<file path="src/rtl/fifo_irq_pkg.sv">
// Package: shared trigger-select encodings for the FIFO interrupt status block.
// Assumes the two-bit select fields are decoded exactly as listed here.
package fifo_irq_pkg;

    typedef enum logic [1:0] {
        RXM_READY = 2'b00,   // any character waiting
        RXM_FULL  = 2'b01,   // event-driven, FIFO completely full
        RXM_HALF  = 2'b10,   // fill >= DEPTH/2
        RXM_3Q    = 2'b11    // fill >= 3*DEPTH/4
    } rx_mode_e;

    typedef enum logic [1:0] {
        TXM_EMPTY = 2'b00,   // fill == 0
        TXM_3Q    = 2'b01,   // fill < 3*DEPTH/4
        TXM_HALF  = 2'b10,   // fill < DEPTH/2
        TXM_ROOM  = 2'b11    // fill < DEPTH
    } tx_mode_e;

endpackage

</file>
<file path="src/rtl/fill_next.sv">
// Module: fill_next
// Predicts the FIFO fill count that will hold after the coming clock edge.
// Assumes the FIFO never pushes when full nor pops when empty.
module fill_next #(
    parameter int CW = 9
) (
    input  logic [CW-1:0] fill,
    input  logic          push,
    input  logic          pop,
    output logic [CW-1:0] fill_nxt
);

    // Add the push and subtract the pop of this cycle.
    always_comb begin
        fill_nxt = fill + CW'(push) - CW'(pop);
    end

endmodule

</file>
<file path="src/rtl/rx_irq_unit.sv">
// Module: rx_irq_unit
// Registers the receive interrupt-status bit according to the selected mode.
// Assumes fill_nxt is the receive fill count that holds after the coming edge.
module rx_irq_unit
    import fifo_irq_pkg::*;
#(
    parameter int DEPTH = 256,
    parameter int CW    = $clog2(DEPTH) + 1
) (
    input  logic          clk,
    input  logic          rst_n,
    input  logic [CW-1:0] fill_nxt,
    input  logic          push,
    input  logic          held,
    input  logic [1:0]    sel,
    output logic          irq
);

    localparam logic [CW-1:0] LVL_FULL = CW'(DEPTH);
    localparam logic [CW-1:0] LVL_HALF = CW'(DEPTH / 2);
    localparam logic [CW-1:0] LVL_3Q   = CW'((DEPTH * 3) / 4);

    logic     nxt_empty;
    logic     nxt_full;
    logic     fresh_fill;
    logic     held_fill;
    logic     irq_d;
    rx_mode_e mode;

    // Decode the mode and the fill events of this cycle.
    always_comb begin
        mode       = rx_mode_e'(sel);
        nxt_empty  = (fill_nxt == '0);
        nxt_full   = (fill_nxt == LVL_FULL);
        fresh_fill = push & !held & nxt_full;
        held_fill  = push & held & nxt_full;
    end

    // Choose the next status value from the mode rule.
    always_comb begin
        unique case (mode)
            RXM_READY: irq_d = !nxt_empty;
            RXM_FULL: begin
                if (fresh_fill || held_fill) irq_d = 1'b1;
                else if (!nxt_full)          irq_d = 1'b0;
                else                         irq_d = irq;
            end
            RXM_HALF:  irq_d = (fill_nxt >= LVL_HALF);
            default:   irq_d = (fill_nxt >= LVL_3Q);
        endcase
        if (nxt_empty) irq_d = 1'b0;
    end

    // Status register; reset means the receive FIFO is empty.
    always_ff @(posedge clk) begin
        if (!rst_n) irq <= 1'b0;
        else        irq <= irq_d;
    end

endmodule

</file>
<file path="src/rtl/tx_irq_unit.sv">
// Module: tx_irq_unit
// Registers the transmit interrupt-status bit; asserts while the FIFO is below its level.
// Assumes fill_nxt is the transmit fill count that holds after the coming edge.
module tx_irq_unit
    import fifo_irq_pkg::*;
#(
    parameter int DEPTH = 256,
    parameter int CW    = $clog2(DEPTH) + 1
) (
    input  logic          clk,
    input  logic          rst_n,
    input  logic [CW-1:0] fill_nxt,
    input  logic [1:0]    sel,
    output logic          irq
);

    localparam logic [CW-1:0] LVL_FULL = CW'(DEPTH);
    localparam logic [CW-1:0] LVL_HALF = CW'(DEPTH / 2);
    localparam logic [CW-1:0] LVL_3Q   = CW'((DEPTH * 3) / 4);

    logic [CW-1:0] limit;
    logic          irq_d;

    // Pick the "fewer than" limit for the selected mode.
    always_comb begin
        unique case (tx_mode_e'(sel))
            TXM_EMPTY: limit = CW'(1);
            TXM_3Q:    limit = LVL_3Q;
            TXM_HALF:  limit = LVL_HALF;
            default:   limit = LVL_FULL;
        endcase
        irq_d = (fill_nxt < limit) && (fill_nxt != LVL_FULL);
    end

    // Status register; reset means the transmit FIFO is empty.
    always_ff @(posedge clk) begin
        if (!rst_n) irq <= 1'b1;
        else        irq <= irq_d;
    end

endmodule

</file>
<file path="src/rtl/fifo_irq_status.sv">
// Module: fifo_irq_status (top)
// Generates the receive and transmit interrupt-status bits and the gated DMA requests
// from the FIFO fill counts and strobes. Assumes rx_fill and tx_fill are the registered
// FIFO counts and that the strobes update them at the same edge this block samples.
module fifo_irq_status #(
    parameter int DEPTH = 256,
    parameter int CW    = $clog2(DEPTH) + 1
) (
    input  logic          clk,
    input  logic          rst_n,
    input  logic [CW-1:0] rx_fill,
    input  logic          rx_push,
    input  logic          rx_pop,
    input  logic          rx_held,
    input  logic [1:0]    rx_trig_sel,
    input  logic [CW-1:0] tx_fill,
    input  logic          tx_push,
    input  logic          tx_pop,
    input  logic [1:0]    tx_trig_sel,
    input  logic          rx_dma_en,
    input  logic          tx_dma_en,
    output logic          rx_int,
    output logic          tx_int,
    output logic          rx_dma_req,
    output logic          tx_dma_req
);

    logic [CW-1:0] rx_fill_nxt;
    logic [CW-1:0] tx_fill_nxt;

    fill_next #(.CW(CW)) rx_nxt_i (
        .fill     (rx_fill),
        .push     (rx_push),
        .pop      (rx_pop),
        .fill_nxt (rx_fill_nxt)
    );

    fill_next #(.CW(CW)) tx_nxt_i (
        .fill     (tx_fill),
        .push     (tx_push),
        .pop      (tx_pop),
        .fill_nxt (tx_fill_nxt)
    );

    rx_irq_unit #(.DEPTH(DEPTH), .CW(CW)) rx_unit_i (
        .clk      (clk),
        .rst_n    (rst_n),
        .fill_nxt (rx_fill_nxt),
        .push     (rx_push),
        .held     (rx_held),
        .sel      (rx_trig_sel),
        .irq      (rx_int)
    );

    tx_irq_unit #(.DEPTH(DEPTH), .CW(CW)) tx_unit_i (
        .clk      (clk),
        .rst_n    (rst_n),
        .fill_nxt (tx_fill_nxt),
        .sel      (tx_trig_sel),
        .irq      (tx_int)
    );

    // Gate the status bits onto the DMA handshake lines.
    always_comb begin
        rx_dma_req = rx_int & rx_dma_en;
        tx_dma_req = tx_int & tx_dma_en;
    end

endmodule

</file>
<file path="config.mk">
export PLATFORM = sky130hd
export DESIGN_NAME = fifo_irq_status
export DESIGN_NICKNAME = d
export VERILOG_FILES = /design/src/rtl/fifo_irq_pkg.sv /design/src/rtl/fill_next.sv /design/src/rtl/rx_irq_unit.sv /design/src/rtl/tx_irq_unit.sv /design/src/rtl/fifo_irq_status.sv
export SDC_FILE = /design/constraint.sdc
export NUM_CORES = 1
export LEC_CHECK = 0
export BUFFER_PORTS_ARGS = -buffer_cell sky130_fd_sc_hd__buf_2
export CAP_MARGIN = 20
export CORE_ASPECT_RATIO = 0.7
export CORE_MARGIN = 4
export CORE_UTILIZATION = 46
export DETAILED_ROUTE_END_ITERATION = 6
export PLACE_DENSITY_LB_ADDON = 0.3
export SYNTH_ARGS = -nofsm -noshare
export SYNTH_HDL_FRONTEND = slang
export SYNTH_HIERARCHICAL = 1
export SYNTH_SLANG_ARGS = --single-unit
</file>
<file path="constraint.sdc">
create_clock -name clk -period 3.1 [get_ports clk]
set_input_delay 0 -clock clk [delete_from_list [all_inputs] [get_ports clk]]
set_output_delay 0 -clock clk [all_outputs]
set_load 0.005 [all_outputs]
</file>
* Word-level counts from Yosys, hierarchy flattened *
Index checks and enable logic that the tools add are counted.

operators by class
  $add $sub $neg = 4
  magnitude comparators = 3
  eq/ne operators = 7
  mux-type cells = 4
  bitwise logic cells = 7
  reductions and logical operators = 8

operators with widths
  cell                  count
  $pmux W9 S3           1
  $add A9 B1 Y9         2
  $ge A9 B8 Y1 const B  2
  $sub A9 B1 Y9         2
  $eq A9 B9 Y1 const B  1
  $logic_not A9 Y1      1
  $lt A9 B9 Y1          1
  $ne A9 B9 Y1 const B  1
  $and A1 B1 Y1         6
  $eq A2 B1 Y1 const B  2
  $eq A2 B2 Y1 const B  2
  $logic_not A2 Y1      2
  $ne A3 B3 Y1 const B  1
  $pmux W1 S3           1
  $logic_not A1 Y1      2
  $mux W1               2
  $reduce_or A2 Y1      1
  $logic_and A1 B1 Y1   1
  $logic_or A1 B1 Y1    1
  $not A1 Y1            1

storage, ports and cells
  flip-flop bits (word level) = 2
  input bits = 31
  output and inout port bits = 4
  word-level logic and storage cells = 35

* Depth between registers and ports, before layout *
Gate-level depths: netlist of run 1.

  word-level depth = 7
  gate-level depth with buffers = 13
  gate-level depth less buffers = 13

* Hierarchy *
The synthesis of run 1 kept the hierarchy.

modules (own cells, without submodules)
  module           instances  cells each  area each (um^2)  sequential area each (um^2)
  fill_next        2          52          396.6             0.0
  tx_irq_unit      1          25          207.7             20.0
  rx_irq_unit      1          13          105.1             20.0
  fifo_irq_status  1          2           12.5              0.0

* Least setup slack after synthesis of run 1 *
No wires, ideal clock.

  kind = input to register
  from = in tx_push
  to = reg tx_unit_i.irq
  setup time = 0.086 ns
  arrival time = 2.314 ns
  required time = 3.014 ns
  setup slack = 0.700 ns
  stages = 13
  buffers on the path = 0
  cells stage by stage = inv_1 > ha_1 > inv_1 > ha_1 > fa_1 > a21o_2 > a21oi_2 > o21ai_0 > xor2_1 > ha_1 > a21oi_1 > o21ai_0 > a221oi_2

between the ends
  word-level cells in the longest chain between the ends = 4
  elaborated cells on any way between the ends = 5
  those cells by class = 2 x add/sub; 1 x order compare; 1 x eq/ne; 1 x reduce/logical

ends and longest elaborated chain
  element                                       RTL line               text
  from (decl)                                   fifo_irq_status.sv:17  input logic tx_push,
  $add A9 B1 Y9 *                               fill_next.sv:15        fill_nxt = fill + CW'(push) - CW'(pop);
  $sub A9 B1 Y9 *                               fill_next.sv:15
  via tx_fill_nxt[6]                            fifo_irq_status.sv:29  logic [CW-1:0] tx_fill_nxt;
  $lt A9 B9 Y1 or $ne A9 B9 Y1 (tied branches)  tx_irq_unit.sv:32      irq_d = (fill_nxt < limit) && (fill_nxt != LVL_FULL);
  $logic_and A1 B1 Y1 *                         tx_irq_unit.sv:32
  to (signal assigned)                          tx_irq_unit.sv:38      else irq <= irq_d;
  to (decl)                                     tx_irq_unit.sv:14      output logic irq

The timed path passes the listed nets; every way through them passes the cells marked *.
A chain may end at the register's enable or synchronous reset.

* Worst setup path after layout of run 1 *
Ends and elaborated chain as after synthesis.

==> results of run 1 <==
[layout make-up]
type                       count  area (sq um)  share of cell area
inverter                      28         105.1             0.07807
sequential                     2         40.04             0.02974
tap                           32         40.04             0.02974
timing repair buffer          33         165.2              0.1227
clock buffer                   3         22.52             0.01673
multi-input combinational    114         973.4              0.7230
[layer usage]
metal	up-vias	routed length [microns]	part of all wire
li1	578	-	-
met1	452	1134	0.49
met2	23	1014	0.44
met3	0	143	0.062
met4	0	0	0
met5	-	0	0
[kinds of logic (layout without fill, tap and decap cells)]
logic type	after synthesis	in the layout
adders and majority gates	26	26
buffers and inverters	28	64
AOI/OAI and AO/OA	36	36
muxes	4	4
and+or+nand+nor	34	34
DFF	2	2
xor gates and xnor gates	14	14
[state kept, by name (all words and copies together), names as in the netlist]
signal / cells
rx_unit_i/irq: 1
tx_unit_i/irq: 1
[worst max-delay path: cells and delay by family]
kind,cells,cell delay [ns]
adders and majority gates,4,1.23
buffers and inverters,3,0.14
xor gates and xnor gates,1,0.19
AOI/OAI and AO/OA,6,1.06
[synth_stat cells, drive strengths merged]
cell / instances
inv: 28
ha: 24
a21oi: 13
nand2: 10
xnor2: 8
o21ai: 6
xor2: 6
nand3: 5
a21o: 4
mux2i: 4
a211oi: 3
and4b: 3
nor2: 3
nor2b: 3
nor3: 3
and2: 2
dfxtp: 2
fa: 2
nor4: 2
o21a: 2
o21bai: 2
o31ai: 2
a2111o: 1
a221oi: 1
nand2b: 1
nor4b: 1
o2111ai: 1
o221ai: 1
or2b: 1
[cell usage in the layout, fill, tap and decap left out, drive strengths merged, types with 3 or more instances in the layout]
cell	n
and4b	3
a211oi	3
a21oi	13
nand3	5
mux2i	4
o21ai	6
xnor2	8
a21o	4
inv	28
xor2	6
nand2	10
clkbuf	3
nor3	3
nor2	3
buf	33
nor2b	3
ha	24
[stage by stage]
stage / total power (uW) / util / std cells
2_1_floorplan: 224.1 / - / 144
3_3_place_gp: 279.7 / 0.5951 / 209
3_5_place_dp: 291.8 / 0.5951 / 209
4_1_cts: 352.9 / 0.6052 / 212
5_1_grt: 389.8 / 0.6052 / 212
6_report: 346.9 / 0.6052 / 212
[worst min-delay path by stage]
stage                         start                       end
final                         rst_n  tx_unit_i/irq$_SDFF_PN1_
after detailed placement  rx_dma_en                rx_dma_req
after global placement        rst_n  tx_unit_i/irq$_SDFF_PN1_
after global routing          rst_n  tx_unit_i/irq$_SDFF_PN1_
after CTS                     rst_n  tx_unit_i/irq$_SDFF_PN1_
after floorplan               rst_n  tx_unit_i/irq$_SDFF_PN1_
[report_power, final]
group / internal (uW) / switching [uW]
combinational: 119 / 137
clock: 42.6 / 14.0
sequential: 31.5 / 2.32
==> impl_results.rst, run 1 <==
.. list-table::
   :header-rows: 1

   * - Metric
     - Value
   * - Headroom to the max-slew limit
     - 0.7822
   * - Slack of the worst reg-to-reg path
     - approximately 2.3 ns
   * - Unrepaired setup endpoints after global routing
     - no
   * - DP Worst Slack
     - 0.4144 ns
   * - Startpoint Class
     - primary input
   * - Peak fanout along the critical path
     - 3
   * - DRC violation count after routing
     - 0
   * - HP Class
     - primary input to flop
   * - I/O pin cnt
     - 35
   * - Startpoint-to-endpoint class of the critical path
     - primary input to flop
   * - CTS Root Buffer Type
     - sky130_fd_sc_hd__clkbuf_4
   * - Overall die height
     - approximately 50 microns
   * - Cell with the largest stage delay on the worst path
     - sky130_fd_sc_hd__fa_1
   * - TritonCTS Buffers
     - 3
   * - Met3 track utilization from global routing
     - 0.01152
   * - Top cells by area in the synthesized netlist
     - sky130_fd_sc_hd__ha_1, sky130_fd_sc_hd__inv_1, sky130_fd_sc_hd__xnor2_1
   * - Post-Synthesis Cell Area
     - 1119 sq um
   * - Total wirelength of the detailed-routed design
     - roughly 2300 microns
   * - Initial core utilization
     - 0.5028
   * - Post-synthesis simple-gate area fraction
     - 0.1767
   * - Post-route setup slack
     - 0.6085 ns
   * - Status
     - completed
   * - Worst-path cell chain
     - buf_2 -> inv_1 -> ha_1 -> inv_1 -> ha_1 -> fa_1 -> a21o_2 -> a21oi_2 -> o21ai_0 -> xor2_1 -> ha_1 -> a21oi_1 -> o21ai_0 -> a221oi_2
   * - Arithmetic-cell share of the synthesized area counting full adders, half adders and majority gates
     - 0.3043
   * - Clock-pin slew on the worst setup and hold paths
     - roughly 0.03 ns
   * - Number of nets in the finished design
     - 239
   * - Final non-filler cell area
     - 1346 sq um
   * - Cell Rows
     - 14
   * - Global-route usage over all layers
     - 0.1514
   * - Met2 usage in global routing
     - 0.2484
   * - Clock Path Buffers
     - 2
   * - DPL Wire Length
     - 2126 microns
   * - Net Count, Synth
     - between 200 and 250
   * - Antenna Nets Post-Route
     - 0
   * - Endpoint type of the worst setup path
     - flop
   * - Number of stages on the worst hold path
     - 2
   * - Max H-tree Level
     - 1
   * - Power per Cell Area
     - 257.6 nW/um^2
   * - Total congestion overflow
     - 0
   * - Area Overhead vs Synth
     - 20.36%
   * - Critical path launch point
     - tx_push
   * - Setup Skew
     - 0 ns
   * - Number of instances in the synthesized netlist
     - 144
   * - Instance area at placement
     - roughly 1300 sq um
   * - Mux cell area share after synthesis
     - 0.03579
   * - Distinct cell type count after synthesis
     - 33
   * - Wirelength per Cell
     - 10.81 microns
   * - Layout cell share with drive strength beyond 1
     - 0.2667
   * - Clock period minus worst slack
     - 2.491 ns
   * - First-pass iteration count of the detailed router
     - 4
   * - Final setup violating endpoints
     - 0
   * - Weighted congestion reported at the end of routability-driven placement
     - 0.8204
   * - Peak VDD IR
     - ~85 uV
   * - Cell taking the most area after synthesis
     - sky130_fd_sc_hd__ha_1
   * - Most Used Layer, Global Route
     - met2
   * - Ratio of final minimum period to clock period
     - 0.8037
   * - Yosys Warn Count
     - 6
   * - Total of cells resized after clock tree synthesis
     - 0
   * - Count of hold buffers inserted by post-cts repair
     - 0
   * - Largest net degree at the start of global routing
     - 7
   * - Seq/Total Area, Yosys
     - 0.03579
   * - Static leakage
     - 0.0007165 uW
   * - Total of max-cap violations
     - 0
   * - Critical register-to-register path endpoint
     - rx_unit_i/irq$_SDFFE_PP0P_
   * - Synth top area share
     - 0.2685
   * - Die extent in x
     - 66.94 microns
   * - Count of buffers inserted at the top-level ports
     - 33
   * - Skew-Pair Late Insertion Delay
     - 0.22 ns
   * - Number of antenna violations at the first check in global routing
     - 0
   * - Worst Hold Margin
     - roughly 0.05 ns
   * - Arrival time of the worst setup path
     - 2.62 ns
   * - Mean instance size in the synthesized netlist
     - 7.768 sq um
   * - Core box area
     - 2225 sq um
   * - Aggregate negative setup slack
     - 0 ns
   * - Worst setup endpoint
     - tx_unit_i/irq$_SDFF_PN1_
   * - First DRT Iteration DRCs
     - 35
   * - Main combinational cell family by area after synthesis
     - adder cells
   * - Count of buffers added by post-CTS timing repair for setup
     - 0
   * - Count of state elements after synthesis
     - 2
   * - Wire length of the first global-routing pass
     - roughly 4000 microns
   * - Die Area
     - 3297 sq um
   * - TritonCTS Sinks
     - 2
   * - Transition time of the tightest slew-check pin
     - 0.3244 ns
   * - CTS tree
     - done
   * - Required arrival time at the worst endpoint
     - 3.23 ns
   * - Met1 track demand over resource
     - 0.2036
   * - Vias
     - 1,053
   * - Reg2Reg Depth
     - 2
   * - Final Hold Vio Count
     - 0
   * - Vias per cell
     - about 5.0
   * - Antenna diode instance count
     - 0
   * - Top achievable clock speed
     - roughly 400 MHz
   * - Vias in the first global route
     - 1,005
   * - Crit-path most repeated cell
     - sky130_fd_sc_hd__ha_1
   * - Fillcell total
     - between 200 and 250
   * - Synth Area in Compound Gates
     - 0.2438
   * - Final count of pins violating max slew
     - 0
   * - Slowest stage delay, CP
     - approximately 0.42 ns
   * - Worst reg2reg startpoint
     - rx_unit_i/irq$_SDFFE_PP0P_
   * - Synth Area in XOR/XNOR
     - 0.1096
Power figures use the tool's default switching activity.
==> run 2, diff against run 1 <==
Clock period 3.1 ns to 2.3 ns, I/O delays scaled along.
==> run 2 against run 1 <==
Compared with the run above: first-iteration DRC count unchanged; flip-flop and latch count unchanged; sequential share of layout area decreased by 0.14 points; count of clock-buffer cells in the layout unchanged; critical endpoint unchanged.
==> impl_results.rst, run 2 (same netlist as run 1, synthesis figures left out) <==
.. list-table::
   :header-rows: 1

   * - Metric
     - Value
   * - CTS Root Buffer Type
     - sky130_fd_sc_hd__clkbuf_4
   * - Headroom to the max-slew limit
     - 0.8136 (+0.03141)
   * - Most frequent cells in the layout
     - sky130_fd_sc_hd__buf_2, sky130_fd_sc_hd__inv_1, sky130_fd_sc_hd__ha_1
   * - Vias in the first global route
     - 1,008 (+0.30%)
   * - Cell with the largest stage delay on the worst path
     - sky130_fd_sc_hd__fa_2
   * - Total congestion overflow
     - 0 (unchanged)
   * - Cell Rows
     - 14 (unchanged)
   * - HP Class
     - primary input to flop
   * - Die Area
     - 3297 sq um (unchanged)
   * - Biggest regs
     - rx_unit_i/irq (1), tx_unit_i/irq (1)
   * - Count of buffers inserted at the top-level ports
     - 33 (unchanged)
   * - Startpoint-to-endpoint class of the critical path
     - primary input to flop
   * - Critical path launch point
     - tx_push
   * - DPL Wire Length
     - 2257 microns (+6.2%)
   * - Final count of pins violating max slew
     - 0 (unchanged)
   * - Most frequent standard cell in the layout excluding fill and tap cells
     - sky130_fd_sc_hd__buf_2
   * - Largest net degree at the start of global routing
     - 7 (unchanged)
   * - Reg2Reg Depth
     - 2 (unchanged)
   * - DRC violation count after routing
     - 0 (unchanged)
   * - TritonCTS Buffers
     - 3 (unchanged)
   * - Total of max-cap violations
     - 0 (unchanged)
   * - Post-route setup slack
     - 0.03954 ns (-0.5690 ns)
   * - Power per Cell Area
     - 353.1 nW/um^2 (+37%)
   * - Skew-Pair Late Insertion Delay
     - 0.23 ns (about the same)
   * - Endpoint type of the worst setup path
     - flop
   * - Clock-pin slew on the worst setup and hold paths
     - 0.03 ns (about the same)
   * - Peak VDD IR
     - 118.0 uV (+39%)
   * - Number of stages on the worst hold path
     - 2 (unchanged)
   * - Setup Skew
     - 0 ns (unchanged)
   * - Number of antenna violations at the first check in global routing
     - 0 (unchanged)
   * - Status
     - completed
   * - First DRT Iteration DRCs
     - 35 (unchanged)
   * - I/O pin cnt
     - 35 (unchanged)
   * - Top achievable clock speed
     - 442.4 MHz
   * - Aggregate negative setup slack
     - 0 ns (unchanged)
   * - Total wirelength of the detailed-routed design
     - 2491 microns (+8.7%)
   * - Final Hold Vio Count
     - 0 (unchanged)
   * - Final instance count without filler cells
     - 219 (+3.3%)
   * - Count of hold buffers inserted by post-cts repair
     - 0 (unchanged)
   * - TritonCTS Sinks
     - 2 (unchanged)
   * - Die extent in x
     - 66.94 microns (unchanged)
   * - Startpoint Class
     - primary input
   * - Wirelength per Cell
     - 11.37 microns (+5.2%)
   * - Global-route usage over all layers
     - 0.1534 (+0.002025)
   * - DP Worst Slack
     - -0.1899 ns (-0.6043 ns)
   * - Slowest stage delay, CP
     - 0.35 ns (-0.07 ns)
   * - Final setup violating endpoints
     - 0 (unchanged)
   * - Overall die height
     - 49.26 microns (unchanged)
   * - Worst setup endpoint
     - tx_unit_i/irq$_SDFF_PN1_
   * - Area Overhead vs Synth
     - 26.40%
   * - Total design power
     - 499.3 uW (+44%)
   * - Antenna diode instance count
     - 0 (unchanged)
   * - Crit-path most repeated cell
     - sky130_fd_sc_hd__ha_1
   * - Worst-path cell chain
     - buf_2 -> inv_1 -> ha_1 -> inv_1 -> ha_1 -> fa_2 -> a21o_2 -> a21oi_4 -> o31ai_2 -> xnor2_1 -> ha_1 -> a21oi_1 -> o21ai_0 -> a221oi_2
   * - Transition time of the tightest slew-check pin
     - 0.2767 ns (-0.04772 ns)
   * - Unrepaired setup endpoints after global routing
     - yes
   * - Antenna Nets Post-Route
     - 0 (unchanged)
   * - Worst reg2reg startpoint
     - rx_unit_i/irq$_SDFFE_PP0P_
   * - Layout cell share with drive strength beyond 1
     - 0.3048 (+0.03815)
   * - Weighted congestion reported at the end of routability-driven placement
     - 0.8203 (about the same)
   * - Number of nets in the finished design
     - 246 (+2.9%)
   * - Cell count after placement
     - 215 (+2.9%)
   * - Wire length of the first global-routing pass
     - 4057 microns (+1.2%)
   * - Clock Path Buffers
     - 2 (unchanged)
   * - Vias
     - 1,110 (+5.4%)
   * - Vias per cell
     - 5.068 (+2.0%)
   * - Core box area
     - 2225 sq um (unchanged)
   * - Static leakage
     - 0.0007521 uW (+5.0%)
   * - Arrival time of the worst setup path
     - 2.40 ns (-0.22 ns)
   * - Ratio of final minimum period to clock period
     - 0.9828
   * - Clock period minus worst slack
     - 2.260 ns
   * - Slack of the worst reg-to-reg path
     - 1.52 ns (-0.81 ns)
   * - Critical register-to-register path endpoint
     - rx_unit_i/irq$_SDFFE_PP0P_
   * - Max H-tree Level
     - 1 (unchanged)
   * - Peak fanout along the critical path
     - 3 (unchanged)
   * - Initial core utilization
     - 0.5028 (unchanged)
   * - First-pass iteration count of the detailed router
     - 4 (unchanged)
   * - Required arrival time at the worst endpoint
     - 2.44 ns (-0.79 ns)
   * - CTS tree
     - done
## run 2: changes by cell type in the layout (fill, tap and decap cells not counted), sizes merged
cell / before / now
buf: 33 / 40
## run 2: where the power goes
group	internal (uW)	leakage (uW)	total [uW]	switching, uW
Clock	57.7	0.0000138	78.8	21.1
Sequential	42.5	0.0000168	46.3	3.81
Combinational	179	0.000722	374	195
Total	279	0.000752	499	220
## run 2: worst min path at each step
| stage | startpoint | endpoint | slack [ns] |
|---|---|---|---|
| global placement | rst_n | tx_unit_i/irq$_SDFF_PN1_ | 0.27 |
| floorplan | rst_n | tx_unit_i/irq$_SDFF_PN1_ | 0.09 |
| CTS | rst_n | tx_unit_i/irq$_SDFF_PN1_ | 0.04 |
| global route | rst_n | tx_unit_i/irq$_SDFF_PN1_ | 0.04 |
| detailed placement | rst_n | tx_unit_i/irq$_SDFF_PN1_ | 0.27 |
| finish | rst_n | tx_unit_i/irq$_SDFF_PN1_ | 0.05 |
## run 2: repair_timing
action / in CTS / in global routing
resized for setup: 0 / 1
endpoints found under the setup margin: 0 / 2
buffers inserted: 0 / 1
## run 2: per-stage QoR
step | hold WS [ns] | utilization | instance area, sq um
5_1_grt | 0.04082 | 0.6355 | 1414
6_report | 0.04571 | 0.6355 | 1414
2_1_floorplan | 0.09300 | - | 1129
3_5_place_dp | 0.2730 | 0.6198 | 1379
4_1_cts | 0.03912 | 0.6299 | 1401
3_3_place_gp | 0.2670 | 0.6198 | 1379
## run 2: worst max-delay path, delay by kind of cell
family	cells	cell delay, ns
xor+xnor	1	0.21
buf+inv	3	0.15
compound gates	6	0.93
fa+ha+maj	4	1.11
## run 2: cell type report
class / instances / area, sq um
inverters: 28 / 105.1
well taps: 32 / 40.04
multi-input cells: 114 / 988.4
fillers: 217 / 810.8
repair buffers: 40 / 217.7
clock buffers: 3 / 22.52
flip-flops and latches: 2 / 40.04
## run 2: layer usage
| layer | global-route usage | up-vias | routed length [microns] |
|---|---|---|---|
| li1 | - | 592 | - |
| met1 | 0.2110 | 488 | 1250 |
| met2 | 0.2401 | 30 | 1064 |
| met3 | 0.04608 | 0 | 175 |
| met4 | 0.02020 | 0 | 0 |
| met5 | 0 | - | 0 |
==> run 3, diff against run 2 <==
Settings changed: CORE_ASPECT_RATIO 0.7 to unset.
Clock period 2.3 ns to 2.7 ns, I/O delays scaled along.
==> run 3 against run 2 <==
Compared with the run above: critical path depth did not move; sequential power fell by 16%; final cell count fell by 4.6%; clock skew did not move; total power fell by 20%; largest power group unchanged; critical path type unchanged; register-to-register slack improved by 0.40 ns; die area fell by 0.38%; global-route usage rose by 0.093 points; critical endpoint unchanged; combinational power fell by 21%; setup slack improved by 0.16 ns; first-iteration DRC count fell by 31%; final area fell by 4.6%.
==> impl_results.rst, run 3 (same netlist as run 1, synthesis figures left out) <==
.. list-table::
   :header-rows: 1

   * - Metric
     - Value
   * - Max H-tree Level
     - 1 (unchanged)
   * - Top achievable clock speed
     - 399.7 MHz
   * - Sequential share of power
     - 0.098 (+0.005)
   * - Clock period minus worst slack
     - about 2.5 ns
   * - Worst-path cell chain
     - buf_2 -> inv_1 -> ha_1 -> inv_1 -> ha_1 -> fa_1 -> a21o_2 -> a21oi_2 -> o21ai_0 -> xor2_1 -> ha_1 -> nand3_1 -> a211oi_1 -> a221oi_2
   * - Most frequent standard cell in the layout excluding fill and tap cells
     - sky130_fd_sc_hd__buf_2
   * - Biggest regs
     - rx_unit_i/irq (1), tx_unit_i/irq (1)
   * - Aggregate negative setup slack
     - 0 ns (unchanged)
   * - TritonCTS Sinks
     - 2 (unchanged)
   * - Peak VDD IR
     - 193.4 uV (+64%)
   * - Slowest stage delay, CP
     - 0.42 ns (+0.07 ns)
   * - Static leakage
     - 0.0007212 uW (-4.1%)
   * - Count of buffers inserted at the top-level ports
     - 33 (unchanged)
   * - Ratio of final minimum period to clock period
     - 0.9267
   * - Cell Rows
     - 17 (+3)
   * - First-pass iteration count of the detailed router
     - 4 (unchanged)
   * - Total of max-cap violations
     - 0 (unchanged)
   * - Share of power burned in combinational logic
     - 0.739 (-0.011)
   * - WP depth
     - 14 (unchanged)
   * - Vias per cell
     - 5.158 (+1.8%)
   * - Die Area
     - 3284 sq um (-0.38%)
   * - TritonCTS Buffers
     - 3 (unchanged)
   * - First DRT Iteration DRCs
     - 24 (-31%)
   * - Startpoint Class
     - primary input
   * - Total wirelength of the detailed-routed design
     - 2278 microns (-8.6%)
   * - Vias
     - 1,078 (-2.9%)
   * - CTS tree
     - done
   * - Final Hold Vio Count
     - 0 (unchanged)
   * - Startpoint-to-endpoint class of the critical path
     - primary input to flop
   * - Most frequent cells in the layout
     - sky130_fd_sc_hd__buf_2, sky130_fd_sc_hd__inv_1, sky130_fd_sc_hd__ha_1
   * - Layout cell share with drive strength beyond 1
     - 0.2707 (-0.03409)
   * - Endpoint type of the worst setup path
     - flop
   * - Count of buffers added by post-CTS timing repair for setup
     - 0 (unchanged)
   * - Initial core utilization
     - 0.4961 (-0.006697)
   * - DRC violation count after routing
     - 0 (unchanged)
   * - Unrepaired setup endpoints after global routing
     - no
   * - Transition time of the tightest slew-check pin
     - 0.3106 ns (+0.03391 ns)
   * - Final count of pins violating max slew
     - 0 (unchanged)
   * - Clock Path Buffers
     - 2 (unchanged)
   * - Worst Hold Margin
     - 0.04366 ns (-0.002050 ns)
   * - Antenna Nets Post-Route
     - 0 (unchanged)
   * - Setup Skew
     - 0 ns (unchanged)
   * - Number of antenna violations at the first check in global routing
     - 0 (unchanged)
   * - Die extent in x
     - 57.31 microns (-14%)
   * - CTS Root Buffer Type
     - sky130_fd_sc_hd__clkbuf_4
   * - Net switching component of the power
     - 175.7 uW (-20%)
   * - Clock-pin slew on the worst setup and hold paths
     - 0.03 ns (about the same)
   * - Vias in the first global route
     - 1,121 (+11%)
   * - Count of hold buffers inserted by post-cts repair
     - 0 (unchanged)
   * - Skew-Pair Late Insertion Delay
     - 0.22 ns (about the same)
   * - Weighted congestion reported at the end of routability-driven placement
     - 0.8185 (-0.22%)
   * - DPL Wire Length
     - 2100 microns (-7.0%)
   * - Power per Cell Area
     - 296.7 nW/um^2 (-16%)
   * - Wire length of the first global-routing pass
     - 4236 microns (+4.4%)
   * - Wirelength per Cell
     - 10.90 microns (-4.2%)
   * - Global-route usage over all layers
     - 0.1543 (+0.0009320)
   * - HP Class
     - primary input to flop
   * - Peak fanout along the critical path
     - 3 (unchanged)
   * - Largest net degree at the start of global routing
     - 7 (unchanged)
   * - Number of nets in the finished design
     - 240 (-2.4%)
   * - Final setup violating endpoints
     - 0 (unchanged)
   * - Reg2Reg Depth
     - 2 (unchanged)
   * - I/O pin cnt
     - 35 (unchanged)
   * - Cell internal pwr
     - 224.5 uW (-20%)
   * - Required arrival time at the worst endpoint
     - 2.79 ns (+0.35 ns)
   * - Arrival time of the worst setup path
     - 2.59 ns (+0.19 ns)
   * - Total of cells resized after clock tree synthesis
     - 0 (unchanged)
   * - Total congestion overflow
     - 0 (unchanged)
   * - Clock power frac
     - 0.163 (+0.005)
   * - Post-route setup slack
     - 0.1980 ns (+0.1585 ns)
   * - Fillcell total
     - 218 (+0.46%)
   * - Antenna diode instance count
     - 0 (unchanged)
   * - Number of stages on the worst hold path
     - 2 (unchanged)
   * - Cell with the largest stage delay on the worst path
     - sky130_fd_sc_hd__fa_1
   * - Headroom to the max-slew limit
     - 0.7917 (-0.02191)
   * - Switching part of the total
     - 0.4390 (-0.001916)
   * - Crit path buffers/inverters
     - 3 (unchanged)
   * - Status
     - completed
   * - Overall die height
     - 57.31 microns (+16%)
   * - DP Worst Slack
     - -0.01200 ns (+0.1779 ns)
   * - Core box area
     - 2255 sq um (+1.3%)
   * - Area Overhead vs Synth
     - 20.58%
   * - Family with the most delay on the worst path
     - adder cells
   * - Crit-path most repeated cell
     - sky130_fd_sc_hd__ha_1
run 3: cell types whose count changed in the layout (fill, tap and decap cells not counted), sizes merged:
cell,before,now
buf,40,34
run 3: layer usage:
| metal | vias to the layer above | global-route usage | routed length, microns |
|---|---|---|---|
| li1 | 577 | - | - |
| met5 | - | 0 | 0 |
| met1 | 478 | 0.1761 | 988 |
| met4 | 0 | 0.04967 | 0 |
| met3 | 0 | 0.01810 | 112 |
| met2 | 23 | 0.2936 | 1176 |
run 3: worst reg2reg max path, cell delays in order (launching register included):
cell	delay (ns)
sky130_fd_sc_hd__dfxtp_1	0.31
sky130_fd_sc_hd__o2111ai_1	0.22
sky130_fd_sc_hd__o221ai_2	0.13
run 3: metrics by stage:
| stage | total power [uW] | instances | cell area, sq um | utilization |
|---|---|---|---|---|
| after floorplan | 257.3 | 144 | 1119 | - |
| after global placement | 324.0 | 206 | 1326 | 0.5882 |
| after detailed placement | 335.0 | 206 | 1326 | 0.5882 |
| after CTS | 406.1 | 209 | 1349 | 0.5982 |
| after global routing | 450.5 | 209 | 1349 | 0.5982 |
| final | 400.2 | 209 | 1349 | 0.5982 |
run 3: power by group through the flow:
stage / sequential, uW / combinational (uW) / clock [uW]
6_report: 39.0 / 296 / 65.4
5_1_grt: 40.1 / 336 / 74.0
4_1_cts: 39.0 / 297 / 69.9
3_5_place_dp: 39.4 / 296 / 0
3_3_place_gp: 39.6 / 284 / 0
2_1_floorplan: 40.1 / 217 / 0
run 3: cell type report:
cell class                      count  area, sq um  share of cell area
Sequential cell                     2        40.04             0.02968
Clock buffer                        3        22.52             0.01670
Inverter                           28        105.1             0.07792
Tap cell                           28        35.03             0.02597
Multi-Input combinational cell    114        973.4              0.7217
Timing Repair Buffer               34        172.7              0.1280
run 3: worst paths after layout:
path	from	endpoint	slack (ns)
max	tx_push	tx_unit_i/irq$_SDFF_PN1_	0.20
min	rst_n	tx_unit_i/irq$_SDFF_PN1_	0.04
min reg2reg	rx_unit_i/irq$_SDFFE_PP0P_	rx_unit_i/irq$_SDFFE_PP0P_	0.70
max reg2reg	rx_unit_i/irq$_SDFFE_PP0P_	rx_unit_i/irq$_SDFFE_PP0P_	1.92
